## config.mk

```make
export PLATFORM = sky130hd
export DESIGN_NAME = lcd_bus_engine
export DESIGN_NICKNAME = d
export VERILOG_FILES = /design/src/rtl/lcd_bus_pkg.sv /design/src/rtl/lcd_cycle_seq.sv /design/src/rtl/lcd_wait_class.sv /design/src/rtl/lcd_gap_timer.sv /design/src/rtl/lcd_bus_engine.sv
export SDC_FILE = /design/constraint.sdc
export NUM_CORES = 1
export LEC_CHECK = 0
export ABC_CLOCK_PERIOD_IN_PS = 3450
export BUFFER_PORTS_ARGS = -buffer_cell sky130_fd_sc_hd__buf_2
export CAP_MARGIN = 0
export CELL_PAD_IN_SITES_DETAIL_PLACEMENT = 1
export CELL_PAD_IN_SITES_GLOBAL_PLACEMENT = 1
export CORE_ASPECT_RATIO = 1.2
export CORE_MARGIN = 2
export CORE_UTILIZATION = 35
export DETAILED_ROUTE_END_ITERATION = 10
export PLACE_DENSITY = 0.63
export SYNTH_ARGS = -nofsm -noshare
export SYNTH_HDL_FRONTEND = slang
export SYNTH_SLANG_ARGS = --single-unit
```

## constraint.sdc

```tcl
create_clock -name clk -period 3.45 [get_ports clk]
set_clock_uncertainty 0.15 [all_clocks]
set_input_delay 0.1725 -clock clk [delete_from_list [all_inputs] [get_ports clk]]
set_output_delay 0.1725 -clock clk [all_outputs]
set_load 0.005 [all_outputs]
```

## src/rtl/lcd_bus_pkg.sv

```systemverilog
package lcd_bus_pkg;

  localparam int BUS_W = 8;

  typedef enum logic [1:0] {PH_IDLE, PH_SETUP, PH_HIGH, PH_HOLD} bus_phase_e;
  typedef enum logic [1:0] {EN_IDLE, EN_XFER, EN_GAP, EN_POLL} eng_state_e;
  typedef enum logic [1:0] {GAP_NONE, GAP_LONG, GAP_CMD, GAP_CG} gap_class_e;

  function automatic int ns_to_cycles(input int ns, input int mhz);
    int c;
    c = (ns * mhz + 999) / 1000;
    if (c < 1) c = 1;
    return c;
  endfunction

endpackage

```

## src/rtl/lcd_cycle_seq.sv

```systemverilog
module lcd_cycle_seq
  import lcd_bus_pkg::*;
#(
  parameter int SETUP_CYC = 1,
  parameter int HIGH_CYC  = 1,
  parameter int HOLD_CYC  = 1
) (
  input  logic             clk,
  input  logic             rst_n,
  input  logic             start,
  input  logic             start_rs,
  input  logic             start_rnw,
  input  logic [BUS_W-1:0] start_data,
  output logic             done,
  output logic [BUS_W-1:0] rdata,
  output logic             lcd_rs,
  output logic             lcd_rw,
  output logic             lcd_e,
  output logic [BUS_W-1:0] lcd_d_out,
  output logic             lcd_d_oe,
  input  logic [BUS_W-1:0] lcd_d_in
);

  localparam int MAX_A = (SETUP_CYC > HIGH_CYC) ? SETUP_CYC : HIGH_CYC;
  localparam int MAX_C = (MAX_A > HOLD_CYC) ? MAX_A : HOLD_CYC;
  localparam int CW    = $clog2(MAX_C + 1);

  bus_phase_e       phase;
  logic [CW-1:0]    cnt;
  logic             rs_q, rnw_q, e_q, oe_q;
  logic [BUS_W-1:0] data_q;
  logic             last;

  assign last = (cnt == '0);
  assign done = (phase == PH_HOLD) && last;

  always_ff @(posedge clk or negedge rst_n) begin
    if (!rst_n) begin
      phase  <= PH_IDLE;
      cnt    <= '0;
      rs_q   <= 1'b0;
      rnw_q  <= 1'b1;
      e_q    <= 1'b0;
      oe_q   <= 1'b0;
      data_q <= '0;
      rdata  <= '0;
    end else if (start) begin
      phase  <= PH_SETUP;
      cnt    <= CW'(SETUP_CYC - 1);
      rs_q   <= start_rs;
      rnw_q  <= start_rnw;
      data_q <= start_data;
      oe_q   <= !start_rnw;
      e_q    <= 1'b0;
    end else begin
      case (phase)
        PH_SETUP: begin
          if (last) begin
            phase <= PH_HIGH;
            cnt   <= CW'(HIGH_CYC - 1);
            e_q   <= 1'b1;
          end else begin
            cnt <= cnt - 1'b1;
          end
        end
        PH_HIGH: begin
          if (last) begin
            phase <= PH_HOLD;
            cnt   <= CW'(HOLD_CYC - 1);
            e_q   <= 1'b0;
            rdata <= lcd_d_in;
          end else begin
            cnt <= cnt - 1'b1;
          end
        end
        PH_HOLD: begin
          if (last) begin
            phase <= PH_IDLE;
            oe_q  <= 1'b0;
          end else begin
            cnt <= cnt - 1'b1;
          end
        end
        default: ;
      endcase
    end
  end

  assign lcd_rs    = rs_q;
  assign lcd_rw    = rnw_q;
  assign lcd_e     = e_q;
  assign lcd_d_out = data_q;
  assign lcd_d_oe  = oe_q;


  oe_dir_chk: assert property (@(posedge clk) disable iff (!rst_n)
    lcd_d_oe |-> !lcd_rw);


  e_stable_chk: assert property (@(posedge clk) disable iff (!rst_n)
    (lcd_e && $past(lcd_e)) |-> ($stable(lcd_rs) && $stable(lcd_rw) && $stable(lcd_d_out)));


  e_gap_chk: assert property (@(posedge clk) disable iff (!rst_n)
    $fell(lcd_e) |=> !lcd_e);

endmodule

```

## src/rtl/lcd_wait_class.sv

```systemverilog
module lcd_wait_class
  import lcd_bus_pkg::*;
(
  input  logic             rs,
  input  logic             rnw,
  input  logic [BUS_W-1:0] data,
  input  logic             cg_sel,
  input  logic             poll,
  output gap_class_e       cls,
  output logic             cg_next
);

  logic cmd_wr, is_clear, is_home;

  assign cmd_wr   = !rs && !rnw;
  assign is_clear = (data == 8'h01);
  assign is_home  = (data[7:1] == 7'h01);

  always_comb begin
    cg_next = cg_sel;
    if (cmd_wr) begin
      if (data[7])                  cg_next = 1'b0;
      else if (data[6])             cg_next = 1'b1;
      else if (is_clear || is_home) cg_next = 1'b0;
    end
  end

  always_comb begin
    if (rs)        cls = cg_sel ? GAP_CG : (poll ? GAP_NONE : GAP_CMD);
    else if (rnw)  cls = GAP_NONE;
    else if (poll) cls = GAP_NONE;
    else           cls = (is_clear || is_home) ? GAP_LONG : GAP_CMD;
  end

endmodule

```

## src/rtl/lcd_gap_timer.sv

```systemverilog
module lcd_gap_timer
  import lcd_bus_pkg::*;
#(
  parameter int LONG_CYC = 1,
  parameter int CMD_CYC  = 1,
  parameter int CG_CYC   = 1
) (
  input  logic       clk,
  input  logic       rst_n,
  input  logic       load,
  input  gap_class_e cls,
  output logic       last
);

  localparam int MAX_A = (LONG_CYC > CMD_CYC) ? LONG_CYC : CMD_CYC;
  localparam int MAX_C = (MAX_A > CG_CYC) ? MAX_A : CG_CYC;
  localparam int CW    = $clog2(MAX_C + 1);

  logic [CW-1:0] cnt;

  always_ff @(posedge clk or negedge rst_n) begin
    if (!rst_n) begin
      cnt <= '0;
    end else if (load) begin
      case (cls)
        GAP_LONG: cnt <= CW'(LONG_CYC);
        GAP_CMD:  cnt <= CW'(CMD_CYC);
        GAP_CG:   cnt <= CW'(CG_CYC);
        default:  cnt <= '0;
      endcase
    end else if (cnt != '0) begin
      cnt <= cnt - 1'b1;
    end
  end

  assign last = (cnt == CW'(1));

endmodule

```

## src/rtl/lcd_bus_engine.sv

```systemverilog
module lcd_bus_engine
  import lcd_bus_pkg::*;
#(
  parameter int CLK_MHZ    = 250,
  parameter int T_SETUP_NS = 60,
  parameter int T_EHIGH_NS = 450,
  parameter int T_HOLD_NS  = 20,
  parameter int T_CYCLE_NS = 1000,
  parameter int T_LONG_NS  = 1640000,
  parameter int T_CMD_NS   = 40000,
  parameter int T_CG_NS    = 120000
) (
  input  logic             clk,
  input  logic             rst_n,
  input  logic             poll_mode,
  input  logic             req_valid,
  output logic             req_ready,
  input  logic             req_rs,
  input  logic             req_rnw,
  input  logic [BUS_W-1:0] req_data,
  output logic             rd_valid,
  output logic [BUS_W-1:0] rd_data,
  output logic             lcd_rs,
  output logic             lcd_rw,
  output logic             lcd_e,
  output logic [BUS_W-1:0] lcd_d_out,
  output logic             lcd_d_oe,
  input  logic [BUS_W-1:0] lcd_d_in
);

  localparam int SETUP_C = ns_to_cycles(T_SETUP_NS, CLK_MHZ);
  localparam int HIGH_C  = ns_to_cycles(T_EHIGH_NS, CLK_MHZ);
  localparam int HMIN_C  = ns_to_cycles(T_HOLD_NS, CLK_MHZ);
  localparam int CYC_C   = ns_to_cycles(T_CYCLE_NS, CLK_MHZ);
  localparam int REST_C  = CYC_C - SETUP_C - HIGH_C;
  localparam int HOLD_C  = (REST_C > HMIN_C) ? REST_C : HMIN_C;
  localparam int LONG_C  = ns_to_cycles(T_LONG_NS, CLK_MHZ);
  localparam int CMD_C   = ns_to_cycles(T_CMD_NS, CLK_MHZ);
  localparam int CG_C    = ns_to_cycles(T_CG_NS, CLK_MHZ);

  eng_state_e       state, state_nxt;
  logic             cur_rs, cur_rnw, mode_q, cg_q, cg_next;
  logic [BUS_W-1:0] cur_data;
  logic             fire, need_poll;
  logic             seq_start, poll_start, gap_load, gap_last;
  logic             sq_go, sq_rs, sq_rnw, seq_done;
  logic [BUS_W-1:0] sq_data, seq_rdata;
  gap_class_e       cls;
  logic             user_rd_done;

  assign req_ready = (state == EN_IDLE);
  assign fire      = req_valid && req_ready;
  assign need_poll = mode_q && !(!cur_rs && cur_rnw);

  lcd_wait_class u_class (
    .rs      (cur_rs),
    .rnw     (cur_rnw),
    .data    (cur_data),
    .cg_sel  (cg_q),
    .poll    (mode_q),
    .cls     (cls),
    .cg_next (cg_next)
  );

  always_comb begin
    state_nxt  = state;
    seq_start  = 1'b0;
    poll_start = 1'b0;
    gap_load   = 1'b0;
    case (state)
      EN_IDLE: begin
        if (fire) begin
          seq_start = 1'b1;
          state_nxt = EN_XFER;
        end
      end
      EN_XFER: begin
        if (seq_done) begin
          if (cls != GAP_NONE) begin
            gap_load  = 1'b1;
            state_nxt = EN_GAP;
          end else if (need_poll) begin
            poll_start = 1'b1;
            state_nxt  = EN_POLL;
          end else begin
            state_nxt = EN_IDLE;
          end
        end
      end
      EN_GAP: begin
        if (gap_last) begin
          if (need_poll) begin
            poll_start = 1'b1;
            state_nxt  = EN_POLL;
          end else begin
            state_nxt = EN_IDLE;
          end
        end
      end
      EN_POLL: begin
        if (seq_done) begin
          if (seq_rdata[BUS_W-1]) poll_start = 1'b1;
          else                    state_nxt  = EN_IDLE;
        end
      end
      default: state_nxt = EN_IDLE;
    endcase
  end

  assign sq_go   = seq_start || poll_start;
  assign sq_rs   = seq_start ? req_rs   : 1'b0;
  assign sq_rnw  = seq_start ? req_rnw  : 1'b1;
  assign sq_data = seq_start ? req_data : '0;

  assign user_rd_done = (state == EN_XFER) && seq_done && cur_rnw;

  always_ff @(posedge clk or negedge rst_n) begin
    if (!rst_n) begin
      state    <= EN_IDLE;
      cur_rs   <= 1'b0;
      cur_rnw  <= 1'b0;
      cur_data <= '0;
      mode_q   <= 1'b0;
      cg_q     <= 1'b0;
      rd_valid <= 1'b0;
      rd_data  <= '0;
    end else begin
      state    <= state_nxt;
      rd_valid <= user_rd_done;
      if (fire) begin
        cur_rs   <= req_rs;
        cur_rnw  <= req_rnw;
        cur_data <= req_data;
        mode_q   <= poll_mode;
      end
      if ((state == EN_XFER) && seq_done) cg_q <= cg_next;
      if (user_rd_done) rd_data <= seq_rdata;
    end
  end

  lcd_cycle_seq #(
    .SETUP_CYC (SETUP_C),
    .HIGH_CYC  (HIGH_C),
    .HOLD_CYC  (HOLD_C)
  ) u_seq (
    .clk        (clk),
    .rst_n      (rst_n),
    .start      (sq_go),
    .start_rs   (sq_rs),
    .start_rnw  (sq_rnw),
    .start_data (sq_data),
    .done       (seq_done),
    .rdata      (seq_rdata),
    .lcd_rs     (lcd_rs),
    .lcd_rw     (lcd_rw),
    .lcd_e      (lcd_e),
    .lcd_d_out  (lcd_d_out),
    .lcd_d_oe   (lcd_d_oe),
    .lcd_d_in   (lcd_d_in)
  );

  lcd_gap_timer #(
    .LONG_CYC (LONG_C),
    .CMD_CYC  (CMD_C),
    .CG_CYC   (CG_C)
  ) u_gap (
    .clk   (clk),
    .rst_n (rst_n),
    .load  (gap_load),
    .cls   (cls),
    .last  (gap_last)
  );


  ready_drop_chk: assert property (@(posedge clk) disable iff (!rst_n)
    (req_valid && req_ready) |=> !req_ready);


  rd_pulse_chk: assert property (@(posedge clk) disable iff (!rst_n)
    rd_valid |=> !rd_valid);


  e_blocks_ready_chk: assert property (@(posedge clk) disable iff (!rst_n)
    lcd_e |-> !req_ready);


  poll_shape_chk: assert property (@(posedge clk) disable iff (!rst_n)
    (state == EN_POLL && lcd_e) |-> (!lcd_rs && lcd_rw && !lcd_d_oe));

endmodule

```

==> impl_metrics.env <==
export IMPL_area_delta_synth_final_pct=25.6
export IMPL_post_route_cell_area_mm2=0.00426
export IMPL_drc=0
export IMPL_cts_h_tree_depth=3
export IMPL_synth_top_cell_by_area="sky130_fd_sc_hd__dfrtp_1"
export IMPL_yosys_warnings=0
export IMPL_synth_nets=367
export IMPL_placement_cell_area_mm2=0.00376
export IMPL_ys_ff_latch=71
export IMPL_hold_viol_final=0
export IMPL_grt_util_overall_pct=18.3
export IMPL_buffers_added_on_ports=43
export IMPL_clock_latency_late_sink_ns=0.33
export IMPL_synthTopCellsByArea="sky130_fd_sc_hd__dfrtp_1 52%, sky130_fd_sc_hd__nand2_1 6.3%, sky130_fd_sc_hd__mux2_2 5.3%, sky130_fd_sc_hd__nor2_1 3.5%, sky130_fd_sc_hd__o21ai_0 2.9%"
export IMPL_first_iter_violations=46
export IMPL_clk_path_buf_depth=2
export IMPL_finalWorstPathRequiredPeriod_ns=2.87
export IMPL_tritoncts_num_sinks=71
export IMPL_grt_overflow_total=0
export IMPL_nets=436
export IMPL_resized_cells_post_cts=0
export IMPL_antenna_found_initial=0
export IMPL_critical_path_max_stage_delay_ns=0.60
export IMPL_std_cell_rows=39
export IMPL_path_cells="nor4_1, nand4b_1, o41a_1, o22ai_2, o22a_1"
export IMPL_slowest_stage="sky130_fd_sc_hd__o22ai_2"
export IMPL_cpLargestDelayFamily="compound AO/OA/AOI/OAI gates"
export IMPL_detail_route_wirelength_um=8560
export IMPL_routed_via_density=5.13
export IMPL_crit_path_start_kind="flop"
export IMPL_synth_area_mm2=0.00339
export IMPL_route_vias_total=2758
export IMPL_die_area_mm2=0.0105
export IMPL_clkSlewWorstSetupHoldPaths_ns=0.05
export IMPL_dr_pass1_iters=4
export IMPL_yosys_most_used_dff="sky130_fd_sc_hd__dfrtp_1"
export IMPL_post_synth_num_cell_types=54
export IMPL_drive_gt1_share_pct=21.0
export IMPL_ios=44
export IMPL_topRoutingLayerUsed="met4"
export IMPL_run_status="finished clean"
export IMPL_tritoncts="built"
export IMPL_dr_wl_met3_um=204
export IMPL_hold_class="in -> reg"
export IMPL_ir_worst_vdd_v=0.000307
export IMPL_critPathMaxFanout=15
export IMPL_worst_max_slew_pin_slew_ns=0.962
export IMPL_cap_violations=0
export IMPL_setup_viol_count_final=0
export IMPL_dpl_hpwl_um=6020
export IMPL_power_leakage_uw=0.00214
export IMPL_first_global_vias=3068
export IMPL_max_slew_margin_rel_pct=35.6
export IMPL_number_of_cells_produced_by_synthesis=342
export IMPL_number_of_buffer_and_inverter_stages_on_the_critical_path=0
export IMPL_yosysSeqAreaShare_pct=52.4
export IMPL_root_buffer="sky130_fd_sc_hd__clkbuf_16"
export IMPL_dr_wl_met2_um=4380
export IMPL_final_setup_tns_ns=0
export IMPL_worst_setup_path_end_kind="flop"
export IMPL_report_final_slew_viol_count=0
export IMPL_grt_pass1_wl_um=15100
export IMPL_route_antenna_remaining_nets=0
export IMPL_initial_utilization_pct=35.9
export IMPL_synth_most_common_cell="sky130_fd_sc_hd__dfrtp_1"
export IMPL_route_detailed_wl_per_inst_um=15.9
export IMPL_critPathArrivalTime_ns=2.99
export IMPL_ys_top_cells_by_count="70 x sky130_fd_sc_hd__dfrtp_1, 57 x sky130_fd_sc_hd__nand2_1, 32 x sky130_fd_sc_hd__nor2_1, 20 x sky130_fd_sc_hd__o21ai_0, 16 x sky130_fd_sc_hd__mux2_2"
export IMPL_core_area_mm2=0.00947
export IMPL_post_route_worst_setup_slack_ns=0.584
export IMPL_grt_setup_unrepaired="false"
export IMPL_wl_met1_um=3880
export IMPL_power_per_cell_area_mw_per_mm2=424
export IMPL_timing_fmax_mhz=349
export IMPL_antenna_cells_inserted=0
export IMPL_die_width_um=93.9
export IMPL_yosysTopAreaCellShare_pct=51.6
export IMPL_critPathRequiredTime_ns=3.57
export IMPL_synth_avg_cell_area_um2=9.93
export IMPL_place_worst_setup_slack_ns=0.581
export IMPL_n_fill_cell=1113
export IMPL_synth_enable_flop_cells=0
export IMPL_die_height_um=112
export IMPL_cts_made_buffers=9
export IMPL_final_clock_period_utilization_by_the_worst_path_pct=83.1
export IMPL_gp_routability_congestion=0.758
export IMPL_critical_path_class="reg -> reg"
export IMPL_largest_net_degree_at_the_start_of_global_routing=72
export IMPL_synth_async_reset_ratio_pct=100
worst paths after layout:
path | start | endpoint | slack (ns) | cells past startpoint
worst min register to register | cur_data[1]$_DFFE_PN0P_ | cur_data[1]$_DFFE_PN0P_ | 0.33 | 2
worst max register to register | u_gap.cnt[15]$_DFFE_PN0P_ | u_seq.lcd_rw$_DFFE_PN1P_ | 0.58 | 5
min in group asynchronous | rst_n | u_gap.cnt[17]$_DFFE_PN0P_ | 0.39 | 2
worst min-delay path | req_valid | cur_data[7]$_DFFE_PN0P_ | 0.30 | 4
max in group asynchronous | rst_n | u_seq.rdata[5]$_DFFE_PN0P_ | 2.19 | 2
worst max-delay path | u_gap.cnt[15]$_DFFE_PN0P_ | u_seq.lcd_rw$_DFFE_PN1P_ | 0.58 | 5
cell usage in the layout (no fill, tap or decap), types with 2 or more instances in the layout:
master and n:
sky130_fd_sc_hd__dfrtp_1 70, sky130_fd_sc_hd__nand2_1 57, sky130_fd_sc_hd__buf_2 42, sky130_fd_sc_hd__nor2_1 32, sky130_fd_sc_hd__o21ai_0 20, sky130_fd_sc_hd__dlygate4sd3_1 20
sky130_fd_sc_hd__mux2_2 16, sky130_fd_sc_hd__inv_1 14, sky130_fd_sc_hd__a21oi_1 12, sky130_fd_sc_hd__nand3_1 9, sky130_fd_sc_hd__clkbuf_16 9, sky130_fd_sc_hd__xor2_1 8
sky130_fd_sc_hd__nor4_1 7, sky130_fd_sc_hd__nor3_1 7, sky130_fd_sc_hd__xnor2_1 6, sky130_fd_sc_hd__buf_4 6, sky130_fd_sc_hd__or3_1 4, sky130_fd_sc_hd__o211ai_1 4
sky130_fd_sc_hd__a21o_1 4, sky130_fd_sc_hd__nor2b_1 3, sky130_fd_sc_hd__nand2b_1 3, sky130_fd_sc_hd__a31oi_1 3, sky130_fd_sc_hd__nand4_1 3, sky130_fd_sc_hd__a211oi_1 3
sky130_fd_sc_hd__a22oi_1 3, sky130_fd_sc_hd__o22a_1 3, sky130_fd_sc_hd__ha_1 3, sky130_fd_sc_hd__and3_1 2, sky130_fd_sc_hd__or2_2 2, sky130_fd_sc_hd__nor3b_1 2
sky130_fd_sc_hd__and2_1 2, sky130_fd_sc_hd__o41ai_1 2, sky130_fd_sc_hd__o21a_1 2, sky130_fd_sc_hd__o31ai_1 2, sky130_fd_sc_hd__a22o_1 2, sky130_fd_sc_hd__a211o_1 2
sky130_fd_sc_hd__clkbuf_8 2
flip-flops by register name, summed over array words and instances (netlist names), 2 cells and up:
signal / cells
state: 2
u_seq.cnt: 7
u_seq.phase: 2
u_seq.rdata: 8
cur_data: 8
rd_data: 8
u_gap.cnt: 19
u_seq.lcd_d_out: 8
kinds of logic after synthesis:
| group | share of synthesized area, % |
|---|---|
| buffers and inverters | 2.69 |
| multiplexers | 5.60 |
| XOR/XNOR | 3.61 |
| flip-flops | 52.4 |
| adder cells (fa/ha/maj) | 1.11 |
| AND/OR/NAND/NOR | 19.7 |
| AO/OA/AOI/OAI | 14.9 |
worst reg2reg max path: cells and delay by family, from the launching register on:
kind,cells,cell delay [ns]
AOI/OAI and AO/OA,3,1.38
DFF,1,0.42
and+or+nand+nor,2,0.87
power by group:
part / internal, µW / leakage [µW] / switching [µW]
logic: 24.3 / 0.00104 / 24.8
clock network: 594 / 0.000145 / 331
registers: 833 / 0.000954 / 0
total: 1450 / 0.00214 / 356
stage by stage:
step / util [%] / instances / hold WS (ns) / total power (µW)
6_report: 45.0 / 538 / 0.297 / 1810
5_1_grt: 45.0 / 538 / 0.345 / 1880
4_1_cts: 45.0 / 538 / 0.288 / 1840
3_5_place_dp: 39.8 / 503 / 0.225 / 881
3_3_place_gp: 39.8 / 503 / 0.215 / 882
2_1_floorplan: - / 342 / -0.273 / 850
layer usage:
layer / up-vias / global-route usage [%]
met1: 1379 / 23.1
met3: 5 / 3.65
met4: 0 / 5.80
met2: 31 / 31.4
li1: 1343 / -
met5: - / 0
cell type report:
| type | instances | area [µm²] | area share [%] |
|---|---|---|---|
| flip-flops and latches | 71 | 1780 | 41.7 |
| repair buffers | 68 | 455 | 10.7 |
| clock inverters | 3 | 42.5 | 0.998 |
| inverters | 14 | 52.6 | 1.23 |
| multi-input cells | 247 | 1530 | 35.8 |
| clock buffers | 12 | 256 | 6.02 |
| well taps | 123 | 154 | 3.61 |
what timing repair did:
item	in CTS	in global routing
hold buffers	20	0
setup buffers	0	0
endpoints found under the setup margin	0	0
endpoints found under the hold margin	100	0
(Power assumes the default switching activity.)
